**src/rtl/absd_pkg.sv**
```systemverilog
// Package absd_pkg
// Shared width default and the step encoding used by the controller,
// the top level and the checker. Assumes a four-state schedule at most.
package absd_pkg;
    parameter int unsigned DATA_W = 16;

    typedef enum logic [1:0] {
        ST_IDLE = 2'd0,
        ST_CMP  = 2'd1,
        ST_SUB  = 2'd2,
        ST_SEL  = 2'd3
    } step_e;
endpackage

```
**src/rtl/absd_ctrl.sv**
```systemverilog
// Module absd_ctrl
// Step controller. Accepts a start only in ST_IDLE, latches the schedule
// choice, registers the comparator outcome in the compare step and
// issues per-lane load enables. Assumes cmp_gt is valid in ST_CMP.
module absd_ctrl
    import absd_pkg::*;
#(
    parameter int unsigned LANES = 2
) (
    input  logic             clk,
    input  logic             rst_n,
    input  logic             start,
    input  logic             two_step,
    input  logic             cmp_gt,
    output step_e            state,
    output logic             fast_q,
    output logic             gt_q,
    output logic             capture,
    output logic [LANES-1:0] lane_ld,
    output logic             done
);
    // Advance the schedule and hold the mode and comparison flags.
    always_ff @(posedge clk) begin
        if (!rst_n) begin
            state  <= ST_IDLE;
            fast_q <= 1'b0;
            gt_q   <= 1'b0;
        end else begin
            case (state)
                ST_IDLE: if (start) begin
                    fast_q <= two_step;
                    state  <= ST_CMP;
                end
                ST_CMP: begin
                    gt_q  <= cmp_gt;
                    state <= fast_q ? ST_SEL : ST_SUB;
                end
                ST_SUB:  state <= ST_SEL;
                default: state <= ST_IDLE;
            endcase
        end
    end

    // Decode operand capture, lane loads and the done pulse from the step.
    always_comb begin
        capture    = (state == ST_IDLE) && start;
        done       = (state == ST_SEL);
        // lane 0 forms a-b, lane 1 forms b-a
        lane_ld[0] = ((state == ST_CMP) && fast_q) || ((state == ST_SUB) && gt_q);
        lane_ld[1] = ((state == ST_CMP) && fast_q) || ((state == ST_SUB) && !gt_q);
    end
endmodule

```
**src/rtl/absd_lane.sv**
```systemverilog
// Module absd_lane
// One subtractor lane with load-enabled input registers. When load is low
// the registers hold, so the subtractor sees no transitions. SWAP=1 makes
// the lane compute y - x instead of x - y.
module absd_lane #(
    parameter int unsigned W    = 16,
    parameter bit          SWAP = 1'b0
) (
    input  logic         clk,
    input  logic         rst_n,
    input  logic         load,
    input  logic [W-1:0] x,
    input  logic [W-1:0] y,
    output logic [W-1:0] lhs_q,
    output logic [W-1:0] rhs_q,
    output logic [W-1:0] diff
);
    // Capture the minuend and subtrahend only when enabled.
    always_ff @(posedge clk) begin
        if (!rst_n) begin
            lhs_q <= '0;
            rhs_q <= '0;
        end else if (load) begin
            lhs_q <= SWAP ? y : x;
            rhs_q <= SWAP ? x : y;
        end
    end

    // Subtract the registered inputs.
    always_comb diff = lhs_q - rhs_q;
endmodule

```
**src/rtl/absd_top.sv**
```systemverilog
// Module absd_top
// Absolute difference with a comparator-first schedule. Operands are
// latched at start. The comparison drives the choice of the single lane
// to load (three-step mode), or both lanes load at once (two-step mode).
// The registered comparison picks the lane output for the result.
module absd_top
    import absd_pkg::*;
#(
    parameter int unsigned W = DATA_W
) (
    input  logic         clk,
    input  logic         rst_n,
    input  logic         start,
    input  logic         two_step,
    input  logic [W-1:0] op_a,
    input  logic [W-1:0] op_b,
    output logic [W-1:0] result,
    output logic         done
);
    localparam int unsigned LANES = 2;

    step_e              state;
    logic               fast_q;
    logic               gt_q;
    logic               capture;
    logic [LANES-1:0]   lane_ld;
    logic [W-1:0]       opa_q;
    logic [W-1:0]       opb_q;
    logic               cmp_gt;
    logic [W-1:0]       lane_lhs  [LANES];
    logic [W-1:0]       lane_rhs  [LANES];
    logic [W-1:0]       lane_diff [LANES];

    // Latch the operands of an accepted request.
    always_ff @(posedge clk) begin
        if (!rst_n) begin
            opa_q <= '0;
            opb_q <= '0;
        end else if (capture) begin
            opa_q <= op_a;
            opb_q <= op_b;
        end
    end

    // Comparator evaluated in the first step.
    always_comb cmp_gt = (opa_q > opb_q);

    absd_ctrl #(.LANES(LANES)) u_ctrl (
        .clk      (clk),
        .rst_n    (rst_n),
        .start    (start),
        .two_step (two_step),
        .cmp_gt   (cmp_gt),
        .state    (state),
        .fast_q   (fast_q),
        .gt_q     (gt_q),
        .capture  (capture),
        .lane_ld  (lane_ld),
        .done     (done)
    );

    for (genvar g = 0; g < LANES; g++) begin : g_lane
        absd_lane #(.W(W), .SWAP(g == 1)) u_lane (
            .clk   (clk),
            .rst_n (rst_n),
            .load  (lane_ld[g]),
            .x     (opa_q),
            .y     (opb_q),
            .lhs_q (lane_lhs[g]),
            .rhs_q (lane_rhs[g]),
            .diff  (lane_diff[g])
        );
    end

    // Output selector steered by the registered comparison.
    always_comb result = gt_q ? lane_diff[0] : lane_diff[1];
endmodule

```
**config.mk**
```make
export PLATFORM = sky130hd
export DESIGN_NAME = absd_top
export DESIGN_NICKNAME = d
export VERILOG_FILES = /design/src/rtl/absd_pkg.sv /design/src/rtl/absd_ctrl.sv /design/src/rtl/absd_lane.sv /design/src/rtl/absd_top.sv
export SDC_FILE = /design/constraint.sdc
export NUM_CORES = 1
export LEC_CHECK = 0
export BUFFER_PORTS_ARGS = -buffer_cell sky130_fd_sc_hd__buf_2
export CAP_MARGIN = 5
export CORE_MARGIN = 5
export CORE_UTILIZATION = 45
export DETAILED_ROUTE_END_ITERATION = 7
export GPL_TIMING_DRIVEN = 1
export PLACE_DENSITY = 0.65
export SYNTH_ARGS = -nofsm -noshare
export SYNTH_HDL_FRONTEND = slang
export SYNTH_SLANG_ARGS = --single-unit
export TNS_END_PERCENT = 50
```
**constraint.sdc**
```tcl
create_clock -name clk -period 4.3 [get_ports clk]
set_input_delay 0.86 -clock clk [delete_from_list [all_inputs] [get_ports clk]]
set_output_delay 0.86 -clock clk [all_outputs]
set_load 0.02 [all_outputs]
```
* After elaboration in Yosys (flattened, before gate mapping)
Cells that the tools add are included.
** Storage, ports and cells
- Flip-flop bits (word level) :: 100
- Latch bits :: 0
- RAM bits :: 0
- Bits in read-only memories :: 0
- Input bits :: 36
- Output and inout bits :: 17
- Word-level logic and storage cells :: 29
- Memories :: 0
** Operators by class
- Add/sub/neg operators :: 2
- Multiply operators :: 0
- Divide/modulo/power cells :: 0
- Magnitude comparators :: 1
- Equality and inequality tests :: 4
- Shift operators :: 0
- Muxes and demuxes :: 4
- Bitwise logic cells :: 0
- Reductions and logical operators :: 9
** Operators with widths (number)
- $sub A16 B16 Y16 :: 2
- $gt A16 B16 Y1 :: 1
- $mux W16 :: 1
- $pmux W2 S3 :: 1
- $eq A2 B2 Y1 const B :: 2
- $logic_and A1 B1 Y1 :: 4
- $eq A2 B1 Y1 const B :: 1
- $logic_not A2 Y1 :: 1
- $logic_or A1 B1 Y1 :: 2
- $mux W2 :: 1
- $ne A2 B2 Y1 const B :: 1
- $reduce_and A2 Y1 :: 1
- $logic_not A1 Y1 :: 1
- $mux W1 :: 1

* Depth between registers and ports, before layout
- Depth after elaboration :: 3
- Mapped depth :: 9
- Depth with buffers taken out :: 9

* Cells and area by module
Synthesis repeated with hierarchy kept, for this count alone.
** Second synthesis, totals
- Cell total of the unflattened synthesis :: 670
- Area total of the unflattened synthesis :: 6197.2 um^2
** Modules (own cells, without submodules)
- absd_lane (g_lane[0].u_lane) :: times used 1, cells an instance 234, area each 2080.7 um^2, seq. area each 640.6 um^2
- absd_lane (g_lane[1].u_lane) :: times used 1, cells an instance 233, area each 2069.5 um^2, seq. area each 640.6 um^2
- absd_top :: times used 1, cells an instance 176, area each 1793.0 um^2, seq. area each 640.6 um^2
- absd_ctrl :: times used 1, cells an instance 27, area each 254.0 um^2, seq. area each 80.1 um^2

* Worst setup path before layout
Ideal clock, no wire load.
- Kind :: register to output
- From :: register g_lane[1].u_lane.lhs_q[0]
- To :: output result[12]
- Arrival :: 2.332 ns
- Slack :: 1.108 ns
- Cell stages (with the launch flop) :: 10
- Path buffers :: 0
- Cell sequence :: dfxtp_1 > inv_1 > ha_1 > fa_1 > nor2b_4 > o311a_4 > a41oi_4 > o21ai_0 > nand2_1 > a311oi_1
** Between the ends
- Cells in the longest elaborated chain, start to end :: 2
** RTL lines
- start, declared :: RTL line absd_lane.sv:14 : output logic [W-1:0] lhs_q,
- start signal, assigned :: RTL line absd_lane.sv:24 : lhs_q <= SWAP ? y : x;
- $sub A16 B16 Y16 :: RTL line absd_lane.sv:30 : always_comb diff = lhs_q - rhs_q;
- $mux W16 :: RTL line absd_top.sv:76 : always_comb result = gt_q ? lane_diff[0] : lane_diff[1];
- end, declared :: RTL line absd_top.sv:17 : output logic [W-1:0] result,
Every way passes these cells.

* Worst setup path after layout
- From :: register g_lane[0].u_lane.lhs_q[0]
- To :: output result[12]
** Between the ends
- Cells in the longest elaborated chain, start to end :: 2
** RTL lines (RTL line)
- start, declared :: absd_lane.sv:14
- start signal, assigned :: absd_lane.sv:24
- $sub A16 B16 Y16 :: absd_lane.sv:30
- $mux W16 :: absd_top.sv:76
Every way passes these cells.

==> results.yml <==
sta:
  min_period_over_period_pct: 83.68
  fin_skew_ns: 0.009461
  max_slew_margin_pct: 12.21
  final_hold_viol_count: 0
  finalSetupTns_ns: 0
  hold_slack_ns: 0.4642
  fin_crit_ns: 3.598
  setup_viol: 0
  slew_violations: 0
  rsz0062_at_grt: "no"
  fmax_mhz: 277.9
  worst_pin_slew_ns: 1.317
route:
  first_pass_iters: 5
  wirelength_um: 15140
  vias: 5144
  wl_per_cell_um: 15.50
  ant_nets: 0
  viasPerCell: 5.265
  drc: 0
  first_iter_violations: 318
power:
  total_power_w: 0.003717
  seq_power_share_pct: 30.8
  p_switching_w: 0.001613
  power.density_nw_per_um2: 562.2
  pwr-share-clk_pct: 20.8
  ir_drop_v: 0.0002346
  swShare_pct: 43.40
  p_int_w: 0.002104
  leakage_nw: 2.631
  combPwrFrac_pct: 48.3
placement:
  io_buffers: 52
  dp_hpwl_um: 11620
  gp_congestion: 0.9463
cells_and_area:
  fillers: 1294
  syn2layout_area_growth_pct: 11.41
  num_antenna_cells: 0
  nets: 884
  layout-drive-gt1-share_pct: 10.86
  layout_commonest_cell: "nand2_1"
  final_cell_mix: "223 x nand2_1, 100 x a21boi_0, 100 x dfxtp_1"
yosys:
  yosysSeqAreaShare_pct: 33.73
  async_reset_ff_share_pct: 0
  syn_nets: 853
  synth_top_cell_by_area: "dfxtp_1"
  synthDistinctLibCells: 49
  synth_top_cell_area_share_pct: 33.73
  avgSynthCellArea_um2: 7.757
  synth_edf_count: 0
  synthCells: 765
  yosys_most_used_dff: "dfxtp_1"
  synthTopCellsByArea: "dfxtp_1 34%, nand2_1 14%, a21boi_0 13%, ha_1 11%, inv_1 3.5%"
  syn_area_um2: 5934
  ys_ff_latch: 100
  yosysWarnings: 0
clocking:
  holdBufCountCts: 0
  clock-sinks: 100
  clk_latency_ns: 0.35
  clk_path_buf_depth: 2
  cts_tree: "done"
  cts_setup_buffers: 0
  cts-htree-levels: 3
  cts_root_buffer: "clkbuf_16"
  clk_pin_slew_ns: 0.07
  cts_resized: 0
  cts_made_buffers: 9
global_route:
  grt_use_met1_pct: 28.08
  first_global_vias: 5019
  antenna_found_initial: 0
  globalRouteTotalUtil_pct: 19.37
  grt_max_degree: 63
  busiest_layer: "met2"
  gr-usage-met3_pct: 2.830
  use_met2_pct: 29.36
  grt_overflow: 0
  grt_pass1_wl_um: 24860
floorplanning:
  die_width_um: 124.8
  rows: 42
  initial_core_util_pct: 45.35
  core_area_um2: 13090
  ioPinCount: 53
  die_y_um: 124.8
  die_area_um2: 15580
critical_path:
  worstPathArrival_ns: 2.74
  startpoint_type: "flip-flop"
  crit_type: "flip-flop to output port"
  r2r_start: "u_ctrl.state[0]$_SDFFE_PN0P_"
  r2r-end: "g_lane[1].u_lane.lhs_q[2]$_SDFFE_PN0P_"
  reg2reg_setup_slack_ns: 1.90
  crit_fanout: 4
  crit_path_end_kind: "output port"
  cp_data_required_time_ns: 3.44
  r2r_cells: 7
worst_hold_path:
  worstHoldStart: "g_lane[0].u_lane.rhs_q[14]$_SDFFE_PN0P_"
  min_path_cells: 2
  hold_end: "g_lane[0].u_lane.rhs_q[14]$_SDFFE_PN0P_"
  hold_class: "flip-flop to flip-flop"
flow_run:
  maxCapViolations: 0
status:
  status: "complete, no violations"
[state kept, by name, summed over array words and instances (netlist names)]
register	count
g_lane.u_lane.lhs_q	32
g_lane.u_lane.rhs_q	32
opa_q	16
opb_q	16
u_ctrl.state	2
u_ctrl.fast_q	1
u_ctrl.gt_q	1
[Yosys cell counts, drive strengths merged (3+ instances only)]
library cell / number
nand3: 6
a21oi: 32
nor2: 22
ha: 50
nor2b: 8
nand4: 4
xnor2: 14
nand2: 223
mux2i: 10
dfxtp: 100
a211oi: 6
nand2b: 12
buf: 4
or3: 4
clkbuf: 34
xor2: 10
a31oi: 3
a21boi: 101
inv: 55
a21o: 8
o21ai: 24
o211ai: 7
[final cells by class]
cell class	count	area (um^2)	share of cell area, %
tap	176	220.2	3.331
sequential	100	2002	30.28
inverter	55	206.4	3.123
timing repair buffer	58	305.3	4.618
clock inverter	7	57.56	0.8706
multi-input combinational	572	3595	54.37
clock buffer	9	225.2	3.407
[power by group through the flow]
| stage | clock network [W] | registers, W | logic [W] |
|---|---|---|---|
| 5_1_grt | 0.000834 | 0.00116 | 0.00199 |
| 3_3_place_gp | 0 | 0.00116 | 0.00177 |
| 2_1_floorplan | 0 | 0.00111 | 0.00132 |
| 6_report | 0.000774 | 0.00115 | 0.00180 |
| 3_5_place_dp | 0 | 0.00117 | 0.00180 |
| 4_1_cts | 0.000789 | 0.00114 | 0.00181 |
[routing by layer]
metal / part of all wire, % / up-vias
li1: - / 2618
met1: 50 / 2385
met2: 43 / 119
met3: 4.4 / 22
met4: 2.0 / 0
met5: 0 / -
[through the flow]
step | worst slack [ns] | cells | utilization (%) | instance area, um^2
after floorplan | 1.108 | 765 | - | 5934
after global placement | 1.089 | 961 | 48.36 | 6329
after detailed placement | 1.072 | 961 | 48.36 | 6329
after CTS | 0.6920 | 977 | 50.53 | 6611
after global routing | 0.5308 | 977 | 50.53 | 6611
final | 0.7016 | 977 | 50.53 | 6611
[worst max-delay path, cell delays in order, from the launching register on]
cell      delay, ns
dfxtp_1        0.33
inv_1          0.05
ha_1           0.19
fa_1           0.38
nand2b_1       0.19
a21oi_1        0.31
o21ai_0        0.21
nor2_1         0.17
a211oi_1       0.09
a311oi_1       0.25
buf_2          0.22
[worst max-delay path by stage]
| stage | slack (ns) | to | from |
|---|---|---|---|
| after global placement | 1.09 | result[12] | g_lane[0].u_lane.lhs_q[0]$_SDFFE_PN0P_ |
| after floorplan | 1.11 | result[12] | g_lane[1].u_lane.lhs_q[0]$_SDFFE_PN0P_ |
| after global routing | 0.53 | result[12] | g_lane[0].u_lane.lhs_q[0]$_SDFFE_PN0P_ |
| final | 0.70 | result[12] | g_lane[0].u_lane.lhs_q[0]$_SDFFE_PN0P_ |
| after CTS | 0.69 | result[12] | g_lane[0].u_lane.lhs_q[0]$_SDFFE_PN0P_ |
| after detailed placement | 1.07 | result[12] | g_lane[0].u_lane.lhs_q[0]$_SDFFE_PN0P_ |
[logic make-up (layout without fill, tap and decap cells)]
logic type	Yosys count	after routing	synth area share (%)
AND/OR/NAND/NOR	287	287	19.94
AO/OA/AOI/OAI	199	199	23.91
flip-flops	100	100	33.73
buffers and inverters	93	129	5.967
adder cells (fa/ha/maj)	52	52	11.22
XOR/XNOR	24	24	3.542
multiplexers	10	10	1.687
(Power assumes the default switching activity.)
